===== src/rtl/retstk_pkg.sv =====
// Shared command encoding for the return-stack sequencer.
// Assumes the upstream decoder delivers these 3-bit codes.
package retstk_pkg;
    typedef enum logic [2:0] {
        CMD_STEP   = 3'd0,
        CMD_PUSH   = 3'd1,
        CMD_POP    = 3'd2,
        CMD_CALL   = 3'd3,
        CMD_RET    = 3'd4,
        CMD_RETI   = 3'd5,
        CMD_RETLIT = 3'd6,
        CMD_SWRST  = 3'd7
    } cmd_e;
endpackage


===== src/rtl/retstk_mem.sv =====
// Return-address storage: a LIFO array with an entry count and sticky flags.
// Assumes push and pop requests are mutually exclusive, and that clr
// (software reset) never arrives together with either of them.
module retstk_mem #(
    parameter int PC_W  = 21,
    parameter int DEPTH = 31
) (
    input  logic                       clk,
    input  logic                       rst_n,
    input  logic                       push_req,
    input  logic                       pop_req,
    input  logic                       clr_req,
    input  logic [PC_W-1:0]            push_val,
    output logic [PC_W-1:0]            tos,
    output logic [$clog2(DEPTH+1)-1:0] cnt,
    output logic                       ovf,
    output logic                       unf
);
    localparam int PTR_W = $clog2(DEPTH+1);

    logic [PC_W-1:0] stk [DEPTH];
    logic            full;
    logic            empty;

    assign full  = (cnt == PTR_W'(DEPTH));
    assign empty = (cnt == '0);

    // Read out the top entry, or zero when nothing is stored.
    always_comb begin
        tos = '0;
        if (!empty) tos = stk[cnt - PTR_W'(1)];
    end

    // Write a pushed address into the next free slot; a full stack drops it.
    always_ff @(posedge clk) begin
        if (push_req && !full) stk[cnt] <= push_val;
    end

    // Track the entry count and latch the overflow and underflow flags.
    always_ff @(posedge clk) begin
        if (!rst_n || clr_req) begin
            cnt <= '0;
            ovf <= 1'b0;
            unf <= 1'b0;
        end else if (push_req) begin
            if (full) ovf <= 1'b1;
            else      cnt <= cnt + PTR_W'(1);
        end else if (pop_req) begin
            if (empty) unf <= 1'b1;
            else       cnt <= cnt - PTR_W'(1);
        end
    end

    p_full_hold_r9: assert property (@(posedge clk) disable iff (!rst_n)
        (push_req && full) |=> (ovf && cnt == PTR_W'(DEPTH) && $stable(tos)));

    p_empty_pop_r10: assert property (@(posedge clk) disable iff (!rst_n)
        (pop_req && empty) |=> (unf && tos == '0));

    p_push_top_r2: assert property (@(posedge clk) disable iff (!rst_n)
        (push_req && !full) |=> (tos == $past(push_val)));
endmodule


===== src/rtl/retstk_ctrl.sv =====
// Command sequencer: accepts one command per cycle, owns the program
// counter, and inserts a dead second cycle after calls and returns.
// Assumes tos reflects the stack top before this cycle's pop.
module retstk_ctrl
    import retstk_pkg::*;
#(
    parameter int PC_W  = 21,
    parameter int OFS_W = 11
) (
    input  logic             clk,
    input  logic             rst_n,
    input  logic             cmd_vld,
    input  logic [2:0]       cmd,
    input  logic [OFS_W-1:0] ofs,
    input  logic [PC_W-1:0]  tos,
    output logic [PC_W-1:0]  pc,
    output logic             busy,
    output logic             push_req,
    output logic             pop_req,
    output logic             clr_req,
    output logic [PC_W-1:0]  push_val,
    output logic             ret_req,
    output logic             reti_req,
    output logic             retlit_req
);
    localparam int EXT_W = PC_W - OFS_W - 1;

    cmd_e            op;
    logic            accept;
    logic            is_ret;
    logic [PC_W-1:0] pc_seq;
    logic [PC_W-1:0] rel_step;

    assign op       = cmd_e'(cmd);
    assign accept   = cmd_vld && !busy;
    assign pc_seq   = pc + PC_W'(2);
    assign rel_step = {{EXT_W{ofs[OFS_W-1]}}, ofs, 1'b0};
    assign push_val = pc_seq;
    assign is_ret   = (op == CMD_RET) || (op == CMD_RETI) || (op == CMD_RETLIT);

    // Decode the accepted command into stack and context requests.
    always_comb begin
        push_req   = accept && (op == CMD_PUSH || op == CMD_CALL);
        pop_req    = accept && (op == CMD_POP || is_ret);
        clr_req    = accept && (op == CMD_SWRST);
        ret_req    = accept && (op == CMD_RET || op == CMD_RETI);
        reti_req   = accept && (op == CMD_RETI);
        retlit_req = accept && (op == CMD_RETLIT);
    end

    // Update the program counter and the two-cycle busy marker.
    always_ff @(posedge clk) begin
        if (!rst_n || clr_req) begin
            pc   <= '0;
            busy <= 1'b0;
        end else if (busy) begin
            busy <= 1'b0;
        end else if (accept) begin
            unique case (op)
                CMD_CALL: begin
                    pc   <= pc_seq + rel_step;
                    busy <= 1'b1;
                end
                CMD_RET, CMD_RETI, CMD_RETLIT: begin
                    pc   <= tos;
                    busy <= 1'b1;
                end
                default: pc <= pc_seq;
            endcase
        end
    end

    p_busy_single_r8: assert property (@(posedge clk) disable iff (!rst_n)
        busy |=> !busy);

    p_busy_hold_r8: assert property (@(posedge clk) disable iff (!rst_n)
        busy |=> $stable(pc));

    p_ret_pc_r5: assert property (@(posedge clk) disable iff (!rst_n)
        (accept && is_ret) |=> (pc == $past(tos) && busy));

    p_call_busy_r4: assert property (@(posedge clk) disable iff (!rst_n)
        (accept && op == CMD_CALL) |=> busy);

    p_swrst_r11: assert property (@(posedge clk) disable iff (!rst_n)
        clr_req |=> (pc == '0 && !busy));
endmodule


===== src/rtl/retstk_shadow.sv =====
// Context unit: captures the shadow copies on interrupt entry and emits
// registered restore, literal-write and enable-set pulses on returns.
// Assumes the request inputs are single-cycle and mutually consistent.
module retstk_shadow #(
    parameter int DATA_W = 8,
    parameter int BSR_W  = 4
) (
    input  logic              clk,
    input  logic              rst_n,
    input  logic              clr_req,
    input  logic              irq_take,
    input  logic              irq_hi,
    input  logic [DATA_W-1:0] w_in,
    input  logic [DATA_W-1:0] status_in,
    input  logic [BSR_W-1:0]  bsr_in,
    input  logic              ret_req,
    input  logic              reti_req,
    input  logic              retlit_req,
    input  logic              fast,
    input  logic [DATA_W-1:0] lit,
    output logic              w_wr,
    output logic [DATA_W-1:0] w_data,
    output logic              ctx_wr,
    output logic [DATA_W-1:0] status_out,
    output logic [BSR_W-1:0]  bsr_out,
    output logic              gieh_set,
    output logic              giel_set
);
    logic [DATA_W-1:0] sh_w;
    logic [DATA_W-1:0] sh_st;
    logic [BSR_W-1:0]  sh_bsr;
    logic              sh_hi;
    logic              restore;

    assign restore = ret_req && fast;

    // Hold the shadow copies; a software reset takes precedence over capture.
    always_ff @(posedge clk) begin
        if (!rst_n || clr_req) begin
            sh_w   <= '0;
            sh_st  <= '0;
            sh_bsr <= '0;
            sh_hi  <= 1'b0;
        end else if (irq_take) begin
            sh_w   <= w_in;
            sh_st  <= status_in;
            sh_bsr <= bsr_in;
            sh_hi  <= irq_hi;
        end
    end

    // Drive one-cycle strobes; data outputs are zero while strobes are low.
    always_ff @(posedge clk) begin
        if (!rst_n) begin
            w_wr       <= 1'b0;
            w_data     <= '0;
            ctx_wr     <= 1'b0;
            status_out <= '0;
            bsr_out    <= '0;
            gieh_set   <= 1'b0;
            giel_set   <= 1'b0;
        end else begin
            w_wr       <= retlit_req || restore;
            w_data     <= retlit_req ? lit : (restore ? sh_w : '0);
            ctx_wr     <= restore;
            status_out <= restore ? sh_st : '0;
            bsr_out    <= restore ? sh_bsr : '0;
            gieh_set   <= reti_req && sh_hi;
            giel_set   <= reti_req && !sh_hi;
        end
    end

    p_gie_excl_r6: assert property (@(posedge clk) disable iff (!rst_n)
        !(gieh_set && giel_set));

    p_lit_no_ctx_r7: assert property (@(posedge clk) disable iff (!rst_n)
        retlit_req |=> (w_wr && !ctx_wr && w_data == $past(lit)));

    p_capture_r13: assert property (@(posedge clk) disable iff (!rst_n)
        (irq_take && !clr_req) |=> (sh_w == $past(w_in) && sh_hi == $past(irq_hi)));
endmodule


===== src/rtl/retstk_seq.sv =====
// Top level of the return-address stack and call/return sequencer.
// Connects the command sequencer, the address stack and the context unit.
// Assumes at most one command per cycle and a synchronous active-low reset.
module retstk_seq #(
    parameter int PC_W   = 21,
    parameter int DEPTH  = 31,
    parameter int OFS_W  = 11,
    parameter int DATA_W = 8,
    parameter int BSR_W  = 4
) (
    input  logic                       clk,
    input  logic                       rst_n,
    input  logic                       cmd_vld_i,
    input  logic [2:0]                 cmd_i,
    input  logic [OFS_W-1:0]           ofs_i,
    input  logic [DATA_W-1:0]          lit_i,
    input  logic                       fast_i,
    input  logic                       irq_take_i,
    input  logic                       irq_hi_i,
    input  logic [DATA_W-1:0]          w_i,
    input  logic [DATA_W-1:0]          status_i,
    input  logic [BSR_W-1:0]           bsr_i,
    output logic [PC_W-1:0]            pc_o,
    output logic [PC_W-1:0]            tos_o,
    output logic [$clog2(DEPTH+1)-1:0] depth_o,
    output logic                       ovf_o,
    output logic                       unf_o,
    output logic                       busy_o,
    output logic                       w_wr_o,
    output logic [DATA_W-1:0]          w_data_o,
    output logic                       ctx_wr_o,
    output logic [DATA_W-1:0]          status_o,
    output logic [BSR_W-1:0]           bsr_o,
    output logic                       gieh_set_o,
    output logic                       giel_set_o
);
    logic            push_req;
    logic            pop_req;
    logic            clr_req;
    logic            ret_req;
    logic            reti_req;
    logic            retlit_req;
    logic [PC_W-1:0] push_val;

    retstk_ctrl #(.PC_W(PC_W), .OFS_W(OFS_W)) u_ctrl (
        .clk        (clk),
        .rst_n      (rst_n),
        .cmd_vld    (cmd_vld_i),
        .cmd        (cmd_i),
        .ofs        (ofs_i),
        .tos        (tos_o),
        .pc         (pc_o),
        .busy       (busy_o),
        .push_req   (push_req),
        .pop_req    (pop_req),
        .clr_req    (clr_req),
        .push_val   (push_val),
        .ret_req    (ret_req),
        .reti_req   (reti_req),
        .retlit_req (retlit_req)
    );

    retstk_mem #(.PC_W(PC_W), .DEPTH(DEPTH)) u_mem (
        .clk      (clk),
        .rst_n    (rst_n),
        .push_req (push_req),
        .pop_req  (pop_req),
        .clr_req  (clr_req),
        .push_val (push_val),
        .tos      (tos_o),
        .cnt      (depth_o),
        .ovf      (ovf_o),
        .unf      (unf_o)
    );

    retstk_shadow #(.DATA_W(DATA_W), .BSR_W(BSR_W)) u_shadow (
        .clk        (clk),
        .rst_n      (rst_n),
        .clr_req    (clr_req),
        .irq_take   (irq_take_i),
        .irq_hi     (irq_hi_i),
        .w_in       (w_i),
        .status_in  (status_i),
        .bsr_in     (bsr_i),
        .ret_req    (ret_req),
        .reti_req   (reti_req),
        .retlit_req (retlit_req),
        .fast       (fast_i),
        .lit        (lit_i),
        .w_wr       (w_wr_o),
        .w_data     (w_data_o),
        .ctx_wr     (ctx_wr_o),
        .status_out (status_o),
        .bsr_out    (bsr_o),
        .gieh_set   (gieh_set_o),
        .giel_set   (giel_set_o)
    );
endmodule


===== config.mk =====
export PLATFORM = sky130hd
export DESIGN_NAME = retstk_seq
export DESIGN_NICKNAME = d
export VERILOG_FILES = /design/src/rtl/retstk_pkg.sv /design/src/rtl/retstk_mem.sv /design/src/rtl/retstk_ctrl.sv /design/src/rtl/retstk_shadow.sv /design/src/rtl/retstk_seq.sv
export SDC_FILE = /design/constraint.sdc
export NUM_CORES = 1
export LEC_CHECK = 0
export CAP_MARGIN = 10
export CORE_UTILIZATION = 45
export CTS_CLUSTER_DIAMETER = 120
export DETAILED_ROUTE_END_ITERATION = 7
export DONT_BUFFER_PORTS = 1
export PLACE_DENSITY = 0.69
export SLEW_MARGIN = 15
export SYNTH_ARGS = -nofsm -noshare
export SYNTH_HDL_FRONTEND = slang
export SYNTH_SLANG_ARGS = --single-unit

===== constraint.sdc =====
create_clock -name clk -period 4.64 [get_ports clk]
set_input_delay 0.696 -clock clk [delete_from_list [all_inputs] [get_ports clk]]
set_output_delay 0.696 -clock clk [all_outputs]
set_load 0.05 [all_outputs]

==> impl_metrics.ini, run 1 <==
[layout]
syn_to_final_growth_pct = 15.0
num-nets-final = 1862
fill_cells = 5015
num_antenna_cells = 0
drive_above_1_share_pct = 26.1

[yosys]
synth_top_cell_by_area = edfxtp_1
netlist_area_um2 = 29600
synth_edf_count = 651
yosysWarnings = 0
ys.flop_type = edfxtp_1
ys_top_cells_by_area = edfxtp_1 (66%), mux4_2 (13%), dfxtp_1 (5.0%)
post-synth-top-area-fraction_pct = 66.0
ys_seq_area_share_pct = 71.0
syn_inst = 1676
synth_cell_types = 71
async_flop_share_pct = 0
avgSynthCellArea_um2 = 17.7
synth.ff_latch_count = 725
syn-num-nets = 1753

[die]
dieArea_um2 = 66900
die_w_um = 259
die_y_um = 259
initial_core_util_pct = 45.7
rows = 93
core_um2 = 64800
ioPinCount = 122

[sta]
fmax_mhz = 220
clock-skew-final_ns = 0.0270
slew_viol_final = 0
hold_violations = 0
holdWs_ns = 0.197
relSlewSlack_pct = 22.6
post-route-min-period_ns = 4.54
tightest_slew_ns = 1.15
setup_violations = 0
tns_ns = 0
rsz0062_at_grt = no
min_period_over_period_pct = 97.8

[min_path]
hp-class = primary input to flop
min_to = u_ctrl.pc[1]
worstHoldPathCells = 1
worstHoldStart = rst_n

[power]
ir_drop_mv = 0.268
switchingPower_mw = 4.88
clock_power_share_pct = 34.5
combPwrFrac_pct = 21.7
p_seq_share_pct = 43.7
leakage_nw = 11.3
power_switching_share_pct = 28.8
power_density_nw_per_um2 = 496
internal-power_mw = 12.0

[global_routing]
grt_first_pass_wirelength_um = 114000
grt_pass1_vias = 16797
grt_max_degree = 69
grt.total_usage_pct = 23.9
antenna_found_initial = 0
grt_overflow = 0

[routing]
drtAntennaViolNets = 0
first_pass_iters = 8
viasPerCell = 6.24
wl_per_cell_um = 29.4
dr_total_vias = 16830
drt_iter0_drc = 1932
drc = 0
drt_wl_total_um = 79200

[clocking]
cts.clk_slew.worst_paths_ns = 0.07
clk_latency_ns = 0.62
cts_hold_buf = 0
cts-root-buf = clkbuf_16
cts_tree = yes
cts_buffers = 72
clock_sinks = 725
clk_path_buf_depth = 3
htree_num_levels = 3

[worst_setup_path]
rr_startpoint = u_ctrl.pc[2]
cp_top_family = buffers and inverters
worstPathCellList = inv_1, ha_1, xor2_4, buf_4, bufbuf_16, nand2_1, o21ai_0, mux4_2, mux2i_2, nor2_1, buf_4
reg2reg_to = u_ctrl.pc[20]
r2r_setup_slack_ns = 0.82
r2r_cells = 12
start_kind = flop
crit_top_cell = buf_4
critPathMaxStageDelay_ns = 0.54
required_ns = 3.94
critPathMaxFanout = 19
crit_slowest_cell = dfxtp_4
cp_data_arrival_time_ns = 3.84
cp-end-kind = primary output
path_class = flop to primary output
cp_num_buf_inv = 4

[place]
place_congestion = 0.974
dp_hpwl_um = 48900
portBuffers = 0

[outcome]
status = completed

[flow_run]
drv_cap = 0
==> cell usage after synthesis, types with 5 or more instances <==
library cell / n
nor2_1: 104
nand2_1: 112
clkbuf_1: 44
a22o_1: 8
buf_4: 11
o211ai_1: 19
a211o_1: 5
o21ai_0: 27
mux4_2: 167
and2_1: 7
or3_1: 10
o22ai_1: 9
a31oi_1: 12
o21a_1: 5
a21oi_1: 61
buf_2: 23
ha_1: 28
nand4_1: 5
nand3_1: 30
and3_1: 19
inv_1: 15
o21ai_1: 6
edfxtp_1: 651
dfxtp_1: 74
a211oi_1: 18
mux2i_1: 58
buf_1: 5
xnor2_1: 22
xor2_1: 12
nor3_1: 17
a221oi_1: 9
buf_6: 6
a21o_1: 12
==> registers in the layout, indices dropped and copies added (netlist names), 4 cells and up <==
register / count
u_ctrl.pc: 21
u_mem.cnt: 5
u_mem.stk: 651
u_shadow.bsr_out: 4
u_shadow.sh_bsr: 4
u_shadow.sh_st: 8
u_shadow.sh_w: 8
u_shadow.status_out: 8
u_shadow.w_data: 8
==> layout by cell type, fill, tap and decap left out, drive strengths merged, types with 8 or more instances in the layout <==
cell,Yosys,layout
edfxtp,651,651
mux4,167,167
buf,46,124
nand2,113,113
nor2,105,105
clkbuf,44,90
dfxtp,74,74
a21oi,61,61
mux2i,58,58
o21ai,33,33
nand3,30,30
ha,28,28
clkinv,0,25
xnor2,22,22
and3,19,19
o211ai,19,19
a211oi,19,19
nor3,17,17
inv,15,17
xor2,13,13
a21o,12,12
a31oi,12,12
or3,10,10
o22ai,9,9
a221oi,9,9
a22o,8,8
==> logic make-up (layout without fill, tap and decap cells) <==
family	Yosys count	count (layout)	share of synthesized area (%)
AO/OA/AOI/OAI	229	229	5.22
XOR/XNOR	35	35	1.06
adder cells (fa/ha/maj)	29	29	1.25
buffers and inverters	105	270	1.77
flip-flops	725	725	71.0
multiplexers	225	225	14.7
AND/OR/NAND/NOR	328	328	5.07
==> routing by layer <==
layer | vias to the layer above | part of all wire (%) | global-route usage (%)
li1 | 6973 | - | -
met1 | 8693 | 37 | 30.7
met2 | 980 | 48 | 38.9
met3 | 184 | 10 | 5.15
met4 | 0 | 4.4 | 11.0
met5 | - | 0 | 0
==> how the worst max path moves through the flow <==
stage | to | start | cells after the start
floorplan | tos_o[5] | u_mem.cnt[0] | 15
detailed placement | tos_o[5] | u_mem.cnt[0] | 10
global placement | tos_o[5] | u_mem.cnt[0] | 10
global route | tos_o[13] | u_mem.cnt[0] | 11
finish | tos_o[2] | u_mem.cnt[0] | 11
CTS | tos_o[5] | u_mem.cnt[0] | 10
==> power by group through the flow <==
stage | registers, mW | logic (mW) | clock network [mW]
after global placement | 7.53 | 3.53 | 0
after floorplan | 7.57 | 2.23 | 0
after global routing | 7.40 | 3.83 | 6.18
after CTS | 7.40 | 3.63 | 5.93
final | 7.40 | 3.68 | 5.85
after detailed placement | 7.54 | 3.57 | 0
==> layout make-up <==
type	count	area, µm²	share of cell area, %
sequential	725	21000	61.7
clock inverter	40	402	1.18
clock buffer	90	1970	5.78
inverter	15	56.3	0.165
multi-input combinational	846	8370	24.6
tap	855	1070	3.14
timing repair buffer	125	1180	3.47
==> what timing repair did <==
action / in CTS / in global routing
setup buffers: 1 / 0
endpoints found under the hold margin: 0 / 0
gates resized for setup: 6 / 3
setup endpoints to repair: 6 / 2
cloned: 1 / 0
==> per-stage QoR <==
stage | worst slack, ns | instances | power (mW) | instance area, µm² | utilization (%)
after floorplan | 0.0345 | 1676 | 9.80 | 29700 | -
after global placement | 0.551 | 2564 | 11.1 | 31600 | 48.8
after detailed placement | 0.505 | 2564 | 11.1 | 31600 | 48.8
after CTS | 0.109 | 2696 | 17.0 | 34100 | 52.6
after global routing | 0.0110 | 2696 | 17.4 | 34100 | 52.6
final | 0.104 | 2696 | 16.9 | 34100 | 52.6
==> worst register-to-register path: cells and delay by family (launching register included) <==
kind                       cells  cell delay (ns)
AOI/OAI and AO/OA              4             1.03
xor gates and xnor gates       2             0.41
adders and majority gates      2             0.60
DFF                            1             0.43
and+or+nand+nor                4             1.28
Power figures use the tool's default switching activity.
==> run 2, diff against run 1 <==
Settings changed: CORE_MARGIN set to 1, PLACE_DENSITY 0.69 to 0.72.
==> run 2 against run 1 <==
Compared with the run above: clock power increased by 0.9%; hold slack got worse by 0.0084 ns; sequential power about the same; count of clock-buffer cells in the layout unchanged; register-to-register slack improved by 0.02 ns; critical endpoint is now tos_o[12]; largest power group unchanged.
==> impl_metrics.ini, run 2 (same netlist as run 1, synthesis figures left out) <==
[die]
die_y_um = 259
initial_core_util_pct = 45.7
core_um2 = 64800
dieArea_um2 = 66900
ioPinCount = 122
die_w_um = 259
rows = 93

[global_routing]
grt_pass1_vias = 16843
antenna_found_initial = 2
grt_overflow = 0
grt.total_usage_pct = 23.7
grt_first_pass_wirelength_um = 114000
grt_max_degree = 91

[worst_setup_path]
rr_startpoint = u_ctrl.pc[2]
worstPathCellList = or4_4, nand2_8, mux2i_1, mux4_2, a211oi_2, a21oi_2, nor2_2
cp.depth = 7
cp_top_family = simple AND/OR/NAND/NOR gates
cp_data_arrival_time_ns = 3.80
critPathLaunch = u_mem.cnt[2]
reg2reg_to = u_ctrl.pc[9]
critPathMaxStageDelay_ns = 0.63
path_class = flop to primary output
start_kind = flop
critPathMaxFanout = 27
crit_slowest_cell = or4_4
r2r_setup_slack_ns = 0.84
r2r_cells = 13
required_ns = 3.94
crit_end = tos_o[12]
cp-end-kind = primary output
cp_num_buf_inv = 0

[layout]
stdcell_count = 2705
drive_above_1_share_pct = 26.0
mostFrequentLayoutCell = edfxtp_1
layout_common_cells = edfxtp_1 (651), mux4_2 (167), nand2_1 (112), buf_4 (108), clkbuf_16 (77)
fill_cells = 4973
finish.utilization_pct = 52.7
biggestRegsByFlops = u_mem.stk (651), u_ctrl.pc (21)
multi_input_area_um2 = 8370
syn_to_final_growth_pct = 15.2
regArea_um2 = 21000
top_register = u_mem.stk
final_cell_area_um2 = 34100
num-nets-final = 1867
largest_reg_flops = 651

[clocking]
ctsResizeCount = 3
htree_num_levels = 3
cts_tree = yes
cts-root-buf = clkbuf_16
cts_buffers = 75
clock_sinks = 725
post_cts_buffers = 0
cts_hold_buf = 0
cts.clk_slew.worst_paths_ns = 0.06
clk_path_buf_depth = 3
clk_latency_ns = 0.63

[place]
place_area_um2 = 31700
portBuffers = 0
post-place-ws_ns = 0.550
dp_hpwl_um = 48700
place_congestion = 0.930
dp_cells = 2568

[routing]
wl_per_cell_um = 29.0
dr_total_vias = 16787
drt_iter0_drc = 1905
viasPerCell = 6.21
first_pass_iters = 8
drtAntennaViolNets = 0
drc = 0
drt_wl_total_um = 78300

[sta]
hold_violations = 0
tns_ns = 0
tightest_slew_ns = 1.13
post-route-min-period_ns = 4.50
min_period_over_period_pct = 96.9
fin_ws_ns = 0.143
relSlewSlack_pct = 25.0
holdWs_ns = 0.189
slew_viol_final = 0
setup_violations = 0
clock-skew-final_ns = 0.0280
fmax_mhz = 222
rsz0062_at_grt = no

[power]
leakage_nw = 11.3
ir_drop_mv = 0.317
power_density_nw_per_um2 = 498
power_mw = 17.0

[outcome]
status = completed

[min_path]
hp-class = primary input to flop

[flow_run]
drv_cap = 0
==> run 2: area by class of cell <==
type	instances	area share, %
Multi-Input combinational cell	846	24.5
Sequential cell	725	61.6
Tap cell	855	3.13
Antenna cell	1	0.00733
Inverter	15	0.165
Clock inverter	46	1.27
Clock buffer	90	5.79
Timing Repair Buffer	127	3.46
==> run 2: power by group <==
| part | switching, mW | total, mW | internal (mW) | leakage (nW) |
|---|---|---|---|---|
| Combinational | 2.37 | 3.71 | 1.34 | 3.58 |
| Clock | 2.47 | 5.90 | 3.44 | 1.16 |
| Sequential | 0.0984 | 7.39 | 7.29 | 6.56 |
==> run 2: worst min-delay path by stage <==
stage                    from  cells past startpoint                 end  slack [ns]
6_report             cmd_i[0]                      2   u_shadow.giel_set        0.19
3_5_place_dp   u_shadow.sh_hi                      1   u_shadow.giel_set        0.46
2_1_floorplan  u_shadow.sh_hi                      1   u_shadow.giel_set        0.40
5_1_grt              lit_i[4]                      1  u_shadow.w_data[4]        0.17
3_3_place_gp   u_shadow.sh_hi                      1   u_shadow.giel_set        0.44
4_1_cts              cmd_i[0]                      2   u_shadow.giel_set        0.16
==> run 2: metal layers <==
layer / share of wire (%) / up-vias / GRT usage, %
li1: - / 6995 / -
met1: 37 / 8641 / 30.1
met2: 49 / 994 / 38.8
met3: 11 / 157 / 5.88
met4: 3.8 / 0 / 10.4
met5: 0 / - / 0
